--- src/rtl/sec_attr_pkg.sv ---
package sec_attr_pkg;

   typedef enum logic [1:0] {
      ATTR_S   = 2'b00,
      ATTR_NS  = 2'b01,
      ATTR_NSC = 2'b10
   } sec_attr_e;

   // word index of each register, taken from reg_addr[4:2]
   localparam logic [2:0] WI_CTRL  = 3'd0;
   localparam logic [2:0] WI_COUNT = 3'd1;
   localparam logic [2:0] WI_SEL   = 3'd2;
   localparam logic [2:0] WI_LOWER = 3'd3;
   localparam logic [2:0] WI_UPPER = 3'd4;

endpackage

--- src/rtl/sec_attr_regs.sv ---
module sec_attr_regs
   import sec_attr_pkg::*;
#(
   parameter int NREG = 8,
   parameter int AW   = 32,
   parameter int GLSB = 5,
   localparam int RW  = AW - GLSB
) (
   input  logic                     clk,
   input  logic                     rst_n,
   input  logic                     wr_en,
   input  logic [4:0]               addr,
   input  logic [31:0]              wdata,
   output logic [31:0]              rdata,
   output logic                     unit_en,
   output logic                     all_ns,
   output logic [7:0]               sel,
   output logic [NREG-1:0][RW-1:0]  lower,
   output logic [NREG-1:0][RW-1:0]  upper,
   output logic [NREG-1:0]          win_en,
   output logic [NREG-1:0]          win_nsc
);

   localparam int         IW      = (NREG > 1) ? $clog2(NREG) : 1;
   localparam logic [7:0] COUNT_B = 8'(NREG);

   logic [2:0]    widx;
   logic          sel_ok;
   logic [IW-1:0] sel_idx;

   assign widx    = addr[4:2];
   assign sel_ok  = (32'(sel) < NREG);
   assign sel_idx = sel[IW-1:0];

   always_ff @(posedge clk or negedge rst_n) begin
      if (!rst_n) begin
         unit_en <= 1'b0;
         all_ns  <= 1'b0;
         sel     <= '0;
         lower   <= '0;
         upper   <= '0;
         win_en  <= '0;
         win_nsc <= '0;
      end else if (wr_en) begin
         case (widx)
            WI_CTRL: begin
               unit_en <= wdata[0];
               all_ns  <= wdata[1];
            end
            WI_SEL: sel <= wdata[7:0];
            WI_LOWER: begin
               if (sel_ok) lower[sel_idx] <= wdata[AW-1:GLSB];
            end
            WI_UPPER: begin
               if (sel_ok) begin
                  upper[sel_idx]   <= wdata[AW-1:GLSB];
                  win_nsc[sel_idx] <= wdata[1];
                  win_en[sel_idx]  <= wdata[0];
               end
            end
            default: ;
         endcase
      end
   end

   always_comb begin
      rdata = '0;
      case (widx)
         WI_CTRL:  rdata[1:0] = {all_ns, unit_en};
         WI_COUNT: rdata[7:0] = COUNT_B;
         WI_SEL:   rdata[7:0] = sel;
         WI_LOWER: begin
            if (sel_ok) rdata[AW-1:GLSB] = lower[sel_idx];
         end
         WI_UPPER: begin
            if (sel_ok) begin
               rdata[AW-1:GLSB] = upper[sel_idx];
               rdata[1]         = win_nsc[sel_idx];
               rdata[0]         = win_en[sel_idx];
            end
         end
         default: rdata = '0;
      endcase
   end

endmodule

--- src/rtl/sec_attr_match.sv ---
module sec_attr_match #(
   parameter int NREG = 8,
   parameter int AW   = 32,
   parameter int GLSB = 5,
   localparam int RW  = AW - GLSB
) (
   input  logic [AW-1:0]            addr,
   input  logic [NREG-1:0][RW-1:0]  lower,
   input  logic [NREG-1:0][RW-1:0]  upper,
   input  logic [NREG-1:0]          win_en,
   output logic [NREG-1:0]          hits
);

   logic [RW-1:0] granule;
   assign granule = addr[AW-1:GLSB];

   for (genvar i = 0; i < NREG; i++) begin : g_win
      logic above_lo;
      logic below_hi;
      assign above_lo = (granule >= lower[i]);
      assign below_hi = (granule <= upper[i]);
      assign hits[i]  = win_en[i] & above_lo & below_hi;
   end

endmodule

--- src/rtl/sec_attr_resolve.sv ---
module sec_attr_resolve
   import sec_attr_pkg::*;
#(
   parameter int NREG = 8
) (
   input  logic            valid,
   input  logic            unit_en,
   input  logic            all_ns,
   input  logic [NREG-1:0] hits,
   input  logic [NREG-1:0] win_nsc,
   output sec_attr_e       attr,
   output logic            hit,
   output logic            multi
);

   logic any_hit;
   logic many_hit;
   logic nsc_hit;

   assign any_hit = |hits;
   assign nsc_hit = |(hits & win_nsc);

   // clearing the lowest set bit leaves something only if two or more were set
   if (NREG > 1) begin : g_many
      assign many_hit = |(hits & (hits - NREG'(1)));
   end else begin : g_single
      assign many_hit = 1'b0;
   end

   always_comb begin
      attr  = ATTR_S;
      hit   = 1'b0;
      multi = 1'b0;
      if (valid) begin
         if (!unit_en) begin
            attr = all_ns ? ATTR_NS : ATTR_S;
         end else begin
            hit   = any_hit;
            multi = many_hit;
            if (any_hit && !many_hit) attr = nsc_hit ? ATTR_NSC : ATTR_NS;
         end
      end
   end

endmodule

--- src/rtl/sec_attr_unit.sv ---
module sec_attr_unit
   import sec_attr_pkg::*;
#(
   parameter int NREG = 8,
   parameter int AW   = 32,
   parameter int GLSB = 5
) (
   input  logic        clk,
   input  logic        rst_n,
   input  logic        reg_wr_en,
   input  logic [4:0]  reg_addr,
   input  logic [31:0] reg_wdata,
   output logic [31:0] reg_rdata,
   input  logic        lk_valid,
   input  logic [31:0] lk_addr,
   output logic [1:0]  lk_attr,
   output logic        lk_hit,
   output logic        lk_multi
);

   localparam int RW = AW - GLSB;

   if (NREG < 1 || NREG > 255) begin : g_bad_nreg
      $error("sec_attr_unit: NREG must lie in 1..255");
   end
   if (AW != 32) begin : g_bad_aw
      $error("sec_attr_unit: AW must be 32");
   end
   if (GLSB < 2 || GLSB > 12) begin : g_bad_glsb
      $error("sec_attr_unit: GLSB must lie in 2..12");
   end

   logic                    en_w;
   logic                    allns_w;
   logic [7:0]              sel_w;
   logic [NREG-1:0][RW-1:0] lower_w;
   logic [NREG-1:0][RW-1:0] upper_w;
   logic [NREG-1:0]         wen_w;
   logic [NREG-1:0]         wnsc_w;
   logic [NREG-1:0]         hits_w;
   sec_attr_e               attr_w;

   sec_attr_regs #(.NREG(NREG), .AW(AW), .GLSB(GLSB)) regs_i (
      .clk     (clk),
      .rst_n   (rst_n),
      .wr_en   (reg_wr_en),
      .addr    (reg_addr),
      .wdata   (reg_wdata),
      .rdata   (reg_rdata),
      .unit_en (en_w),
      .all_ns  (allns_w),
      .sel     (sel_w),
      .lower   (lower_w),
      .upper   (upper_w),
      .win_en  (wen_w),
      .win_nsc (wnsc_w)
   );

   sec_attr_match #(.NREG(NREG), .AW(AW), .GLSB(GLSB)) match_i (
      .addr   (lk_addr),
      .lower  (lower_w),
      .upper  (upper_w),
      .win_en (wen_w),
      .hits   (hits_w)
   );

   sec_attr_resolve #(.NREG(NREG)) resolve_i (
      .valid   (lk_valid),
      .unit_en (en_w),
      .all_ns  (allns_w),
      .hits    (hits_w),
      .win_nsc (wnsc_w),
      .attr    (attr_w),
      .hit     (lk_hit),
      .multi   (lk_multi)
   );

   assign lk_attr = attr_w;

endmodule

--- config.mk ---
export PLATFORM = sky130hd
export DESIGN_NAME = sec_attr_unit
export DESIGN_NICKNAME = d
export VERILOG_FILES = /design/src/rtl/sec_attr_pkg.sv /design/src/rtl/sec_attr_regs.sv /design/src/rtl/sec_attr_match.sv /design/src/rtl/sec_attr_resolve.sv /design/src/rtl/sec_attr_unit.sv
export SDC_FILE = /design/constraint.sdc
export NUM_CORES = 1
export LEC_CHECK = 0
export ABC_AREA = 1
export BUFFER_PORTS_ARGS = -buffer_cell sky130_fd_sc_hd__buf_2
export CAP_MARGIN = 20
export CELL_PAD_IN_SITES_DETAIL_PLACEMENT = 0
export CELL_PAD_IN_SITES_GLOBAL_PLACEMENT = 2
export CORE_ASPECT_RATIO = 2
export CORE_MARGIN = 8
export CORE_UTILIZATION = 30
export DETAILED_ROUTE_END_ITERATION = 6
export GPL_TIMING_DRIVEN = 0
export PLACE_DENSITY_LB_ADDON = 0.1
export REMOVE_ABC_BUFFERS = 1
export SETUP_SLACK_MARGIN = 0.1
export SLEW_MARGIN = 25
export SYNTH_ARGS = -nofsm -noshare
export SYNTH_HDL_FRONTEND = slang
export SYNTH_SLANG_ARGS = --single-unit
--- constraint.sdc ---
create_clock -name clk -period 2.45 [get_ports clk]
set_input_delay 0.3675 -clock clk [delete_from_list [all_inputs] [get_ports clk]]
set_output_delay 0.3675 -clock clk [all_outputs]
set_load 0.1 [all_outputs]
==> summary.txt, run 1 <==
Drt
  – Number of remaining DRC errors: 0
  – Via/cell ratio: 5.22
  – Number of iterations in the first detailed-routing pass: 6
  – DR iter-0 viols: 2065
  – Average routed wire per standard cell: 28.9 um
  – Antenna-violating nets left: 0
  – Routed wire length: 165 mm
  – Count of vias placed by the detailed router: 29831

Final layout
  – Layout overhead on the synthesized area: 32.1%
  – Multi-input logic area: 0.0198 sq mm
  – Final Non-Filler Cells: between 5000 and 6000
  – Area taken by flip-flops and latches: 0.0115 sq mm
  – Total of fill cells in the finished design: around 11000
  – Layout net count: 4823
  – Layout cells sized above 1: between 10% and 20%
  – # diodes: 0

CTS
  – Insertion delay of the later-clocked pin in the worst-skew pair: between 0.6 and 0.7 ns
  – Total number of clock tree sinks: 458
  – Clock Tree Buf Depth: 3
  – Clock input transition at the sequential cells of the worst setup and hold paths: approximately 0.07 ns
  – Clock buffer count from CTS: between 50 and 60
  – Number of H-tree branching levels: 2
  – CTS tree: built
  – Root buf cell: clkbuf_16

Synth
  – Cells after synthesis: 4097
  – Number of warnings issued by yosys: 0
  – Top area cells in the synthesized netlist: dfrtp_1, ha_1, nand2_1, o21ai_0, inv_1
  – Main synth FF type: dfrtp_1
  – Number of flops mapped to enable cells by yosys: 0
  – Xor/xnor cell area share of the yosys netlist: 0%
  – Largest family of logic cells by synthesized area: simple AND/OR/NAND/NOR gates
  – Synth Area in Adders: 17.2%
  – Synth top cells by count: nand2_1, inv_1, o21ai_0
  – Cell type with the largest total area after synthesis: dfrtp_1
  – Cell with the most instances after synthesis: nand2_1
  – Compound-Gate Fraction of Synth Area: 17.5%
  – Post-Synthesis Cell Area: 0.0314 sq mm
  – Mux share of post-synthesis cell area: 0%
  – Unique cell type count in the Yosys netlist: between 40 and 50
  – Async set or reset register ratio after synthesis: 100%
  – Average size of a mapped cell: 7.66 sq um
  – Share of synthesized area occupied by flip-flops and latches: 36.5%
  – Number of register bits inferred by synthesis: 458
  – Portion of synthesized cell area occupied by the leading cell type: 36.5%
  – Area fraction in and, or, nand and nor cells after synthesis: approximately a fifth

Worst setup path
  – Worst r2r dst: regs_i.upper[191]
  – Class of the most critical setup path: flip-flop to output pin
  – Required arrival time at the worst endpoint: 2.08 ns
  – Crit end category: output pin
  – Most frequent CP cell: nor2_4
  – Arrival time at the worst endpoint: 3.82 ns
  – Count of cell instances traversed by the critical path: 17
  – Kind of cell adding the most delay to the critical path: simple AND/OR/NAND/NOR gates
  – Buffers and inverters on the worst path: 2
  – Largest fanout on the critical path: 4
  – Slack of the worst reg-to-reg path: 0.14 ns
  – Reg2Reg Launch Point: regs_i.sel[0]
  – Critical path origin: regs_i.upper[44]
  – R2r worst-path depth: 10
  – Cell-by-cell trace of the critical path: inv_2 -> ha_4 -> nand2_4 -> nor2_4 -> nand4_1 -> nor2_4 -> nand2_1 -> nand2_1 -> nand2_2 -> nand3_4 -> nand2_4 -> a21oi_2 -> nand3_2 -> nor2_4 -> nand3_2 -> a21oi_2 -> buf_12
  – Delay of the slowest cell on the worst path: 0.50 ns
  – Critical Path Slowest Stage Cell: nand4_1
  – CP Launch Type: flip-flop

Floorplan
  – Die Span X: 245 um
  – Chip Height: 474 um
  – Die Footprint: ~0.12 sq mm
  – Initial cell density of the core: 30.1%
  – Number of rows in the core area: 168
  – Placeable core area: 0.104 sq mm
  – Io pins: 109

Timing
  – Hold Worst Slack: 0.123 ns
  – Final Critical Period: roughly 4.2 ns
  – Setup repair after global routing missed its margin: yes
  – Worst setup skew after layout: 0.0250 ns
  – Transition time at the pin with the least slew margin: 0.798 ns
  – Final period util: 171%
  – Max transition margin: 46.8%
  – Hold Violations, Final: 0
  – Final setup vio count: 33
  – Maximum frequency from static timing analysis: 0.239 GHz
  – Final worst slack: -1.73 ns
  – Setup_tns: -30.35 ns
  – Final max-slew violation count: 0

Power
  – Maximum VDD drop: 0.000610 V
  – Leak Pwr: 18.1 nW
  – Pwr per Cell Area: 567 mW/mm^2

Global route
  – First-pass GRT wire length: 226 mm
  – Total routing usage reported by global routing: a little over a quarter
  – Initial antenna violation count: 3
  – Via count of the first global-routing pass: 29339
  – Pin count of the biggest net entering global routing: 81
  – Overall overflow remaining after global route: 0

Worst hold path
  – Cell depth of the worst min-delay path: 3
  – Hold path endpoint: regs_i.all_ns
  – Critical hold path startpoint: reg_wr_en
  – Hold Crit Class: primary input to flip-flop

Place
  – Number of buffer cells added on primary ports: 101
  – HPWL Detailed: 111 mm
  – Routability-driven placement congestion ratio: ~0.9
  – Post-placement cell count: 5436

Status
  – Status: finished, violations left
  – Failing checks: negative setup slack

Flow run
  – Count of maximum capacitance violations: 0
## per-stage QoR
stage / utilization (%) / setup slack (ns) / cell area [sq um] / total power, mW
global placement: 31.6 / -9.62 / 32900 / 12.3
finish: 39.8 / -1.73 / 41500 / 23.5
detailed placement: 32.5 / -2.79 / 33800 / 12.5
floorplan: - / -3.13 / 30700 / 10.2
global route: 39.8 / -1.81 / 41500 / 24.3
CTS: 38.0 / -1.82 / 39600 / 23.0
## report_power, final
part / switching, mW / internal [mW]
Clock: 3.69 / 4.85
Combinational: 4.46 / 2.63
Sequential: 0.163 / 7.73
Total: 8.31 / 15.2
## layout by cell type, fill, tap and decap left out, types with 16 or more instances in the layout
master,synthesis,routed
a21o_1,37,37
buf_2,47,67
dfrtp_1,458,455
nand2_2,8,19
ha_1,432,419
a221oi_4,0,23
o22ai_4,0,20
nand4_1,80,80
buf_12,0,78
o22ai_2,0,28
clkbuf_8,0,16
a221oi_2,0,18
a21oi_1,198,158
buf_4,3,89
nand3_1,96,75
clkbuf_16,0,59
o2111ai_2,0,20
buf_16,0,18
o21ai_0,486,469
o22ai_1,105,57
nand3_2,3,16
nor2_1,159,136
nor3_1,34,20
a21oi_2,0,25
buf_6,0,39
nand2_1,1036,1000
inv_1,617,605
## logic make-up (layout without fill, tap and decap cells)
logic type               Yosys count  count (layout)
AND/OR/NAND/NOR                 1457            1459
adder cells (fa/ha/maj)          432             432
AO/OA/AOI/OAI                    960             960
flip-flops                       458             458
buffers and inverters            790            1050
## flip-flops by register name, indices dropped and copies added, names as in the netlist
signal,count
regs_i.lower,216
regs_i.upper,216
regs_i.sel,8
regs_i.win_en,8
regs_i.win_nsc,8
regs_i.all_ns,1
regs_i.unit_en,1
## what timing repair did
item                                    4_1_cts  5_1_grt
gates resized for setup                     562      209
gates cloned                                 17        8
hold buffers                                  4        0
pin swaps                                    87       97
endpoints found under the hold margin       240        0
buffers inserted                            105       55
endpoints found under the setup margin      402      266
## routing by layer
layer / track usage (%) / share of wire, %
met5: 0 / 0.015
met3: 2.82 / 4.1
met1: 32.2 / 39
met2: 46.1 / 47
met4: 20.5 / 9.3
## area by class of cell
class	count	area share, %
Multi-Input combinational cell	2851	47.6
Sequential cell	458	27.7
Timing Repair Buffer	315	9.40
Inverter	624	6.10
Tap cell	1360	4.10
Clock buffer	77	3.80
Timing Repair inverter	16	0.812
Clock inverter	18	0.483
## worst reg2reg max path: cells and delay by family, from the launching register on
kind,cells,cell delay [ns]
AO/OA/AOI/OAI,1,0.08
flip-flops,1,0.49
buffers and inverters,6,1.03
AND/OR/NAND/NOR,3,0.55
## how the worst max path moves through the flow
stage                                to  slack, ns
final                        lk_attr[0]      -1.73
after global routing         lk_attr[0]      -1.81
after CTS                    lk_attr[0]      -1.82
after detailed placement     lk_attr[0]      -2.79
after global placement    regs_i.all_ns      -9.62
after floorplan            reg_rdata[1]      -3.13
(Power assumes the default switching activity.)
==> inputs of run 2 (changes only) <==
ABC_AREA = default   (was 1)
==> run 2 against run 1 <==
  * The flow still finishes with violations (negative setup slack)
  * Hold slack lost 0.038 ns
  * Core utilization grew 2.0 points
  * Synthesized cell count is 12% lower
  * Total power is 18% higher
  * Routed wire length is 3.2% higher
  * Flip-flop and latch count did not move
  * Sequential share of layout area is 0.39 points lower
  * Highest routed layer unchanged
  * Die area shrank 3.1%
  * Clock skew up 0.0087 ns
  * Critical path type unchanged
  * Setup slack worse by 0.49 ns
  * Critical path depth shrank 4
  * Count of clock-buffer cells in the layout unchanged
==> summary.txt, run 2 <==
Status
  – Status: finished, violations left
  – Failing checks: negative setup slack

Drt
  – Antenna-violating nets left: 0 (unchanged)
  – Via/cell ratio: 5.50 (+5.5%)
  – Routed wire length: 170 mm (+3.2%)
  – Number of iterations in the first detailed-routing pass: 5 (-1)
  – Average routed wire per standard cell: 32.1 um (+11%)
  – DR iter-0 viols: 2001 (-3.1%)
  – Count of vias placed by the detailed router: 29255 (-1.9%)
  – Number of remaining DRC errors: 0 (unchanged)

Timing
  – Worst setup skew after layout: 0.0337 ns (+0.00870 ns)
  – Final worst slack: -2.22 ns (-0.485 ns)
  – Setup_tns: -55.65 ns (-25.30 ns)
  – Setup repair after global routing missed its margin: yes
  – Final setup vio count: 179 (+440%)
  – Hold Worst Slack: 0.0849 ns (-0.0377 ns)
  – Transition time at the pin with the least slew margin: 1.03 ns (+0.233 ns)
  – Hold Violations, Final: 0 (unchanged)
  – Maximum frequency from static timing analysis: 0.214 GHz (-10%)
  – Final period util: 191% (+20 points)
  – Final Critical Period: 4.67 ns (+0.485 ns)
  – Final max-slew violation count: 0 (unchanged)
  – Max transition margin: 31.0% (-16 points)

Floorplan
  – Io pins: 109 (unchanged)
  – Initial cell density of the core: 30.1% (+0.031 points)
  – Chip Height: 466 um (-1.6%)
  – Placeable core area: 0.101 sq mm (-3.4%)
  – Die Footprint: 0.112 sq mm (-3.1%)
  – Die Span X: 241 um (-1.5%)
  – Number of rows in the core area: 165 (-1.8%)

CTS
  – Insertion delay of the later-clocked pin in the worst-skew pair: 0.67 ns (about the same)
  – Root buf cell: clkbuf_16
  – Clock Tree Buf Depth: 3 (unchanged)
  – Clock buffer count from CTS: 52 (unchanged)
  – CTS tree: built
  – Total number of clock tree sinks: 458 (unchanged)
  – Number of H-tree branching levels: 2 (unchanged)
  – Clock input transition at the sequential cells of the worst setup and hold paths: 0.07 ns (about the same)

Global route
  – Pin count of the biggest net entering global routing: 85 (+4.9%)
  – Via count of the first global-routing pass: 29042 (-1.0%)
  – Initial antenna violation count: 4 (+1)
  – Total routing usage reported by global routing: 27.9% (+0.38 points)
  – First-pass GRT wire length: 221 mm (-2.5%)
  – Overall overflow remaining after global route: 0 (unchanged)

Place
  – Routability-driven placement congestion ratio: 0.885 (-0.15%)
  – HPWL Detailed: 106 mm (-4.4%)
  – Number of buffer cells added on primary ports: 101 (unchanged)

Synth
  – Post-Synthesis Cell Area: 0.0304 sq mm (-3.3%)
  – Cells after synthesis: 3593 (-12%)
  – Number of warnings issued by yosys: 0 (unchanged)
  – Number of flops mapped to enable cells by yosys: 0 (unchanged)
  – Number of register bits inferred by synthesis: 458 (unchanged)
  – Cell with the most instances after synthesis: o21ai_0
  – Share of synthesized area occupied by flip-flops and latches: 37.7% (+1.2 points)
  – Main synth FF type: dfrtp_1
  – Average size of a mapped cell: 8.45 sq um (+10%)
  – Async set or reset register ratio after synthesis: 100% (unchanged)
  – Top area cells in the synthesized netlist: dfrtp_1, ha_1, o21ai_0, nand2_1, inv_1
  – Cell type with the largest total area after synthesis: dfrtp_1
  – Portion of synthesized cell area occupied by the leading cell type: 37.7% (+1.2 points)
  – Unique cell type count in the Yosys netlist: 72 (+64%)
  – Synth top cells by count: o21ai_0, nand2_1, dfrtp_1

Worst setup path
  – Arrival time at the worst endpoint: 4.30 ns (+0.48 ns)
  – CP Launch Type: flip-flop
  – Largest fanout on the critical path: 3 (-1)
  – Crit end category: output pin
  – Class of the most critical setup path: flip-flop to output pin
  – Required arrival time at the worst endpoint: 2.08 ns (about the same)

Final layout
  – Layout cells sized above 1: 24.6% (+6.7 points)
  – Commonest non-fill, non-tap cell in the layout: nand2_1
  – Layout overhead on the synthesized area: 38.5%
  – Largest registers: regs_i.lower (216), regs_i.upper (216)
  – Leading cell types in the layout, fill and taps excluded: nand2_1, dfrtp_1, ha_1
  – Layout net count: 4442 (-7.9%)

Power
  – Pwr per Cell Area: 657 mW/mm^2 (+16%)
  – Maximum VDD drop: 0.000556 V (-8.8%)
  – Leak Pwr: 20.0 nW (+10%)

Flow run
  – Count of maximum capacitance violations: 0 (unchanged)

Worst hold path
  – Hold Crit Class: primary input to flip-flop
-- run 2: path summary, 6_finish.rpt --
kind                              startpoint                to  slack (ns)  depth (start not counted)
setup / recovery           regs_i.lower[132]        lk_attr[0]       -2.22                         13
hold / removal                  reg_wdata[0]     regs_i.sel[0]        0.08                          3
setup reg to reg               regs_i.sel[1]  regs_i.upper[40]       -0.35                         13
hold reg to reg             regs_i.upper[33]  regs_i.upper[33]        0.54                          2
max in group asynchronous              rst_n     regs_i.sel[1]       -0.02                          7
min in group asynchronous              rst_n  regs_i.lower[92]        0.75                          4
-- run 2: critical path, stage by stage, from the launching register on --
cell and delay, ns:
dfrtp_1 0.38, inv_2 0.07, ha_4 0.28, nand4_4 0.18, nor3_4 0.26, buf_12 0.14
or4b_4 0.53, a311o_2 0.46, a221o_1 0.41, and2_4 0.18, a31oi_4 0.14, nand2b_1 0.12
o22ai_4 0.27, buf_12 0.22
-- run 2: cells by family (layout without fill, tap and decap cells) --
family | Yosys count | in the layout | share of synthesized area (%)
AO/OA/AOI/OAI | 1106 | 1106 | 20.8
adder cells (fa/ha/maj) | 433 | 433 | 17.8
buffers and inverters | 632 | 1007 | 7.84
flip-flops | 458 | 458 | 37.7
multiplexers | 70 | 70 | 2.72
other | 0 | 3 | 0
AND/OR/NAND/NOR | 894 | 902 | 13.0
-- run 2: layout make-up --
| type | count | area, sq um |
|---|---|---|
| timing repair inverter | 1 | 8.76 |
| fill | 9983 | 58700 |
| sequential | 458 | 11500 |
| antenna | 3 | 7.51 |
| tap | 1336 | 1670 |
| clock buffer | 77 | 1550 |
| inverter | 431 | 1660 |
| timing repair buffer | 482 | 6580 |
| clock inverter | 16 | 193 |
| multi-input combinational | 2511 | 18900 |
-- run 2: report_power, final --
group / total [mW] / leakage, nW / internal, mW / switching, mW
Sequential: 9.17 / 4.41 / 8.50 / 0.674
Clock: 8.49 / 0.833 / 4.69 / 3.80
Combinational: 9.98 / 14.7 / 3.80 / 6.18
-- run 2: metrics by stage --
stage	power, mW	instance area (sq um)	setup WS [ns]	cells	util [%]
after CTS	26.9	39400	-2.25	5179	39.1
after global placement	15.8	31800	-11.18	4829	31.5
after global routing	28.7	42100	-2.35	5314	41.8
after detailed placement	16.1	33300	-3.46	4883	33.1
final	27.6	42100	-2.22	5315	41.8
after floorplan	12.6	29600	-3.57	3392	-
-- run 2: layer usage --
| metal | wire length (um) | global-route usage (%) | share of wire [%] |
|---|---|---|---|
| met4 | 19100 | 23.5 | 11 |
| met3 | 8110 | 3.15 | 4.8 |
| met2 | 84000 | 48.5 | 49 |
| met1 | 59100 | 29.6 | 35 |
| met5 | 11 | 0 | 0.0065 |
-- run 2: what timing repair did --
action / CTS / global route
gates cloned: 20 / 31
endpoints found under the hold margin: 49 / 46
setup endpoints to repair: 481 / 457
resized for setup: 492 / 425
setup buffers: 179 / 111
pin swaps: 105 / 126
hold buffers: 4 / 2
